`src/rtl/bseq_pkg.sv`:
```
package bseq_pkg;

    localparam int CFG_W = 16;
    localparam int LAT_W = 4;
    localparam int G4_W  = 2;
    localparam int G8_W  = 3;

    localparam logic [2:0] LEN_CODE_8    = 3'b010;
    localparam logic [2:0] LEN_CODE_CONT = 3'b111;

    // async set, latency 4, length code 4 words
    localparam logic [CFG_W-1:0] CFG_RESET = 16'hA001;

    typedef enum logic [1:0] {
        BLEN_4    = 2'd0,
        BLEN_8    = 2'd1,
        BLEN_CONT = 2'd2
    } blen_e;

    typedef struct packed {
        logic             async_mode;
        logic [LAT_W-1:0] latency;
        logic             interleave;
        logic             no_wrap;
        blen_e            len;
    } bcfg_t;

    typedef enum logic [1:0] {
        ST_IDLE = 2'd0,
        ST_LAT  = 2'd1,
        ST_RUN  = 2'd2
    } bstate_e;

    function automatic bcfg_t decode_cfg(input logic [CFG_W-1:0] raw);
        bcfg_t c;
        c.async_mode = raw[15];
        c.latency    = raw[14:11];
        c.interleave = raw[7];
        c.no_wrap    = raw[3];
        case (raw[2:0])
            LEN_CODE_8:    c.len = BLEN_8;
            LEN_CODE_CONT: c.len = BLEN_CONT;
            default:       c.len = BLEN_4;
        endcase
        return c;
    endfunction

    function automatic logic is_linear(input bcfg_t c);
        return c.no_wrap || (c.len == BLEN_CONT);
    endfunction

endpackage

```
`src/rtl/bseq_cfg_reg.sv`:
```
module bseq_cfg_reg
    import bseq_pkg::*;
(
    input  logic             clk,
    input  logic             rst,
    input  logic             cfg_wr,
    input  logic [CFG_W-1:0] cfg_bus,
    output bcfg_t            cfg
);

    logic [CFG_W-1:0] raw_q;

    always_ff @(posedge clk) begin
        if (rst)
            raw_q <= CFG_RESET;
        else if (cfg_wr)
            raw_q <= cfg_bus;
    end

    assign cfg = decode_cfg(raw_q);

endmodule

```
`src/rtl/bseq_lat_timer.sv`:
```
module bseq_lat_timer #(
    parameter int LAT_W = 4
) (
    input  logic             clk,
    input  logic             rst,
    input  logic             load,
    input  logic [LAT_W-1:0] lat,
    input  logic             abort,
    output logic             expire
);

    logic [LAT_W-1:0] cnt_q;
    logic             run_q;

    always_ff @(posedge clk) begin
        if (rst) begin
            run_q <= 1'b0;
            cnt_q <= '0;
        end else if (load) begin
            run_q <= 1'b1;
            cnt_q <= lat - LAT_W'(2);
        end else if (abort) begin
            run_q <= 1'b0;
        end else if (run_q) begin
            if (cnt_q == '0)
                run_q <= 1'b0;
            else
                cnt_q <= cnt_q - LAT_W'(1);
        end
    end

    assign expire = run_q && (cnt_q == '0);

endmodule

```
`src/rtl/bseq_addr_calc.sv`:
```
module bseq_addr_calc
    import bseq_pkg::*;
#(
    parameter int AW = 21
) (
    input  logic [AW-1:0]   base,
    input  logic [AW-1:0]   lin,
    input  logic [G8_W-1:0] beat,
    input  bcfg_t           cfg,
    output logic [AW-1:0]   addr
);

    logic [G8_W-1:0] off8;
    logic [G4_W-1:0] off4;

    always_comb begin
        off8 = cfg.interleave ? (base[G8_W-1:0] ^ beat)
                              : (base[G8_W-1:0] + beat);
        off4 = cfg.interleave ? (base[G4_W-1:0] ^ beat[G4_W-1:0])
                              : (base[G4_W-1:0] + beat[G4_W-1:0]);
        addr = lin;
        if (!is_linear(cfg)) begin
            if (cfg.len == BLEN_8)
                addr = {base[AW-1:G8_W], off8};
            else
                addr = {base[AW-1:G4_W], off4};
        end
    end

endmodule

```
`src/rtl/burst_addr_seq.sv`:
```
module burst_addr_seq
    import bseq_pkg::*;
#(
    parameter int AW         = 21,
    parameter int BOUND_LOG2 = 4
) (
    input  logic             clk,
    input  logic             rst,
    input  logic             cfg_wr,
    input  logic [CFG_W-1:0] cfg_bus,
    input  logic             burst_start,
    input  logic [AW-1:0]    start_addr,
    input  logic             burst_stop,
    output logic [AW-1:0]    word_addr,
    output logic             word_valid,
    output logic             wait_out
);

    localparam logic [G8_W-1:0] LAST_BEAT8 = G8_W'((1 << G8_W) - 1);
    localparam logic [G8_W-1:0] LAST_BEAT4 = G8_W'((1 << G4_W) - 1);

    bcfg_t           cfg;
    bcfg_t           snap_q;
    bstate_e         state_q;
    logic [AW-1:0]   base_q;
    logic [AW-1:0]   lin_q;
    logic [G8_W-1:0] beat_q;
    logic            first_q;
    logic            waited_q;

    logic start_ok;
    logic lat_short;
    logic lat_expire;
    logic wait_now;
    logic last_beat;

    bseq_cfg_reg cfg_i (
        .clk     (clk),
        .rst     (rst),
        .cfg_wr  (cfg_wr),
        .cfg_bus (cfg_bus),
        .cfg     (cfg)
    );

    assign start_ok  = (state_q == ST_IDLE) && burst_start && !cfg.async_mode;
    assign lat_short = (cfg.latency <= LAT_W'(1));

    bseq_lat_timer #(.LAT_W(LAT_W)) tmr_i (
        .clk    (clk),
        .rst    (rst),
        .load   (start_ok && !lat_short),
        .lat    (cfg.latency),
        .abort  (burst_stop),
        .expire (lat_expire)
    );

    bseq_addr_calc #(.AW(AW)) calc_i (
        .base (base_q),
        .lin  (lin_q),
        .beat (beat_q),
        .cfg  (snap_q),
        .addr (word_addr)
    );

    assign wait_now  = (state_q == ST_RUN) && is_linear(snap_q) && !first_q &&
                       !waited_q && (lin_q[BOUND_LOG2-1:0] == '0);
    assign last_beat = (snap_q.len == BLEN_8) ? (beat_q == LAST_BEAT8)
                                              : (beat_q == LAST_BEAT4);

    assign word_valid = (state_q == ST_RUN) && !wait_now;
    assign wait_out   = wait_now;

    always_ff @(posedge clk) begin
        if (rst) begin
            state_q  <= ST_IDLE;
            snap_q   <= decode_cfg(CFG_RESET);
            base_q   <= '0;
            lin_q    <= '0;
            beat_q   <= '0;
            first_q  <= 1'b0;
            waited_q <= 1'b0;
        end else begin
            case (state_q)
                ST_IDLE: begin
                    if (start_ok) begin
                        snap_q   <= cfg;
                        base_q   <= start_addr;
                        lin_q    <= start_addr;
                        beat_q   <= '0;
                        first_q  <= 1'b1;
                        waited_q <= 1'b0;
                        state_q  <= lat_short ? ST_RUN : ST_LAT;
                    end
                end
                ST_LAT: begin
                    if (burst_stop)
                        state_q <= ST_IDLE;
                    else if (lat_expire)
                        state_q <= ST_RUN;
                end
                ST_RUN: begin
                    if (burst_stop) begin
                        state_q <= ST_IDLE;
                    end else if (wait_now) begin
                        waited_q <= 1'b1;
                    end else begin
                        lin_q    <= lin_q + AW'(1);
                        beat_q   <= beat_q + G8_W'(1);
                        first_q  <= 1'b0;
                        waited_q <= 1'b0;
                        if ((snap_q.len != BLEN_CONT) && last_beat)
                            state_q <= ST_IDLE;
                    end
                end
                default: state_q <= ST_IDLE;
            endcase
        end
    end

endmodule

```
`config.mk`:
```
export PLATFORM = sky130hd
export DESIGN_NAME = burst_addr_seq
export DESIGN_NICKNAME = d
export VERILOG_FILES = /design/src/rtl/bseq_pkg.sv /design/src/rtl/bseq_cfg_reg.sv /design/src/rtl/bseq_lat_timer.sv /design/src/rtl/bseq_addr_calc.sv /design/src/rtl/burst_addr_seq.sv
export SDC_FILE = /design/constraint.sdc
export NUM_CORES = 1
export LEC_CHECK = 0
export ABC_AREA = 1
export BUFFER_PORTS_ARGS = -buffer_cell sky130_fd_sc_hd__buf_2
export CAP_MARGIN = 25
export CORE_MARGIN = 5
export CORE_UTILIZATION = 45
export DETAILED_ROUTE_END_ITERATION = 8
export PLACE_DENSITY = 0.66
export REMOVE_ABC_BUFFERS = 1
export SLEW_MARGIN = 10
export SYNTH_ARGS = -nofsm -noshare
export SYNTH_HDL_FRONTEND = slang
export SYNTH_SLANG_ARGS = --single-unit
```
`constraint.sdc`:
```
create_clock -name clk -period 2.34 [get_ports clk]
set_input_delay 0.702 -clock clk [delete_from_list [all_inputs] [get_ports clk]]
set_output_delay 0.702 -clock clk [all_outputs]
set_load 0.02 [all_outputs]
```
==> impl_metrics.tcl <==
set metrics [dict create \
    outcome "finished, violations left" \
    violations "setup timing" \
    grt_usage 0.198 \
    cts_tree "built" \
    cts-root-buf "clkbuf_8" \
    grt_pass1_vias 3710 \
    r2r-start "lin_q[0]" \
    design_area_sq_um 4530 \
    ys_seq_elements 68 \
    gp_congestion 0.849 \
    setup_viol_count_final 2 \
    worstMarginPinSlew_ns 0.371 \
    grt_antenna_before_repair 0 \
    numCtsBuffers 9 \
    fp-row-count 33 \
    cap_violations 0 \
    period_share 1.10 \
    multi_input_area_sq_um 2130 \
    period_minus_slack_ns 2.58 \
    ys_seq_area_frac 0.357 \
    synthCells 581 \
    drv_slew 0 \
    wl_per_cell_um 12.9 \
    synthArstFlopShare 0 \
    grt_max_degree 38 \
    synth_edf_count 0 \
    synthTopCellsByArea "dfxtp_1 (36%), nand2_1 (13%), nor2_1 (8.7%)" \
    io_buffers 58 \
    hold_class "register to register" \
    grt_overflow 0 \
    synth_warnings 0 \
    grt_pass1_wl_um 16600 \
    grt.busiest_layer "met2" \
    syn-mean-instance-area_sq_um 6.57 \
    reg2reg_to "lin_q[20]" \
    fp.dieW_um 102 \
    hold_path_end "base_q[16]" \
    skew_ns 0.00882 \
    synth.most_common_cell "nand2_1" \
    synth_area_sq_um 3810 \
    crit_fanout 2 \
    use_met3 0.0375 \
    final_cells 751 \
    n_antenna_cell 0 \
    regArea_sq_um 1370 \
    core_area_sq_um 8260 \
    arrival_ns 1.88 \
    clock.fmax_mhz 388 \
    dr.pass1.iters 4 \
    netlist_top_cells_count "nand2_1 (131), nor2_1 (88), dfxtp_1 (68)" \
    required_ns 1.64 \
    synth-main-ff-cell "dfxtp_1" \
    powerDensity_nw_per_um2 674 \
    die_h_um 102 \
    cts_buffer_depth 2 \
    clkLatencyLatePin_ns 0.34 \
    hpwlAfterDp_um 6850 \
    grt_use_met2 0.346 \
    synth_largest_area_cell "dfxtp_1" \
    min_from "base_q[16]" \
    initial_core_util 0.462 \
    area_growth_pct 18.6 \
    cp-end-kind "output pin" \
    rsz0062_at_grt "yes" \
    cts_hold_buffers 0 \
    slew_headroom 0.753 \
    met1_usage 0.246 \
    worst_ir_drop_vdd_mv 0.450 \
    place_area_sq_um 4210 \
    fillers 832 \
    drt-initial-drc-count 158 \
    p_leak_nw 2.02 \
    fp.dieArea_sq_um 10400 \
    layout-drive-gt1-share 0.189 \
    synth_top_area_frac 0.357 \
    vias 3790 \
    fin_ws_ns -0.239 \
    io_pins 65 \
    hold_depth 2 \
    reg2reg_depth 11 \
    nNetsFinal 692 \
    antenna_left 0 \
    worst_setup_hold_path_clk_slew_ns 0.08 \
    drc 0 \
    hold_viol 0 \
    cts.sinks 68 \
    viasPerCell 5.05 \
    crit_type "register to output pin" \
    wl_um 9710 \
    cts.htree.levels 3 \
    synth.distinct_cells 36 \
    reg2reg_slack_ns 0.57 \
    startpoint_type "register" \
    placedCellCount 732 \
]
cell families (layout without fill, tap and decap cells):
group	count (synthesis)	after routing	synth area share
buf+inv	87	152	0.0931
fa+ha+maj	9	9	0.0315
flops	68	68	0.357
xor+xnor	10	10	0.0230
simple gates	300	300	0.339
compound gates	107	107	0.157
routing by layer:
| layer | routed length [um] | share of wire | vias to the layer above |
|---|---|---|---|
| met5 | 0 | 0 | - |
| met1 | 4360 | 0.45 | 1686 |
| met2 | 4690 | 0.48 | 98 |
| met4 | 99 | 0.010 | 0 |
| met3 | 556 | 0.057 | 10 |
| li1 | - | - | 1996 |
placed cells by master, fill, tap and decap left out, types with 2 or more instances in the layout:
cell / netlist / routed
buf_4: 0 / 16
buf_2: 11 / 56
nor2_4: 2 / 3
o21ai_1: 2 / 6
dfxtp_1: 68 / 65
clkbuf_8: 0 / 11
ha_1: 8 / 7
a31oi_1: 2 / 2
nor2_2: 1 / 2
nand4_1: 10 / 10
dfxtp_2: 0 / 3
o21ai_2: 5 / 5
bufinv_16: 0 / 3
inv_1: 59 / 56
nand2_1: 131 / 130
inv_2: 3 / 5
xor2_1: 10 / 10
o21ai_4: 2 / 2
nand2_2: 5 / 6
o21ai_0: 62 / 58
nand3_1: 56 / 56
a21oi_1: 28 / 28
nor2_1: 88 / 86
area by class of cell:
cell class	instances	share of cell area
Clock buffer	12	0.0343
Clock inverter	4	0.0210
Inverter	63	0.0534
Multi-Input combinational cell	426	0.470
Sequential cell	68	0.302
Tap cell	105	0.0290
Timing Repair Buffer	73	0.0910
critical path: stages (launching register included):
cell	delay [ns]
dfxtp_2	0.34
ha_4	0.15
fa_2	0.33
inv_2	0.06
nor2_1	0.03
nand2_1	0.06
nand3b_1	0.09
xor2_1	0.15
o21ai_1	0.15
buf_4	0.17
metrics by stage:
step	total power [W]	hold slack (ns)	setup TNS [ns]	worst slack, ns	utilization
finish	0.00305	0.449	-0.290	-0.239	0.548
global route	0.00321	0.481	-0.481	-0.361	0.548
CTS	0.00307	0.454	-0.364	-0.288	0.545
detailed placement	0.00183	0.442	-0.0268	-0.0268	0.510
global placement	0.00182	0.434	-0.0264	-0.0264	0.510
floorplan	0.00165	0.427	-0.221	-0.159	-
registers in the layout, indices dropped and copies added (netlist names):
register	cells
base_q	21
beat_q	3
cfg_i.raw_q	10
first_q	1
lin_q	21
snap_q	4
state_q	2
tmr_i.cnt_q	4
tmr_i.run_q	1
waited_q	1
report_power, final:
group / leakage (nW) / internal [W] / switching (W) / total (W)
clock: 0.127 / 0.000766 / 0.000459 / 0.00122
sequential: 0.557 / 0.00123 / 0.0000649 / 0.00130
combinational: 1.33 / 0.000192 / 0.000335 / 0.000526
total: 2.02 / 0.00219 / 0.000858 / 0.00305
repair_timing:
action | CTS | global route
gates resized for setup | 10 | 11
buffers inserted | 3 | 0
pin swaps | 3 | 4
endpoints found under the setup margin | 17 | 13
worst max-delay path by stage:
stage	from	to	slack [ns]
CTS	base_q[0]	word_addr[2]	-0.29
detailed placement	base_q[0]	word_addr[2]	-0.03
finish	base_q[0]	word_addr[2]	-0.24
global route	base_q[0]	word_addr[2]	-0.36
floorplan	state_q[1]	word_valid	-0.16
global placement	base_q[0]	word_addr[2]	-0.03
No activity file was read; power rests on OpenSTA's default activity.
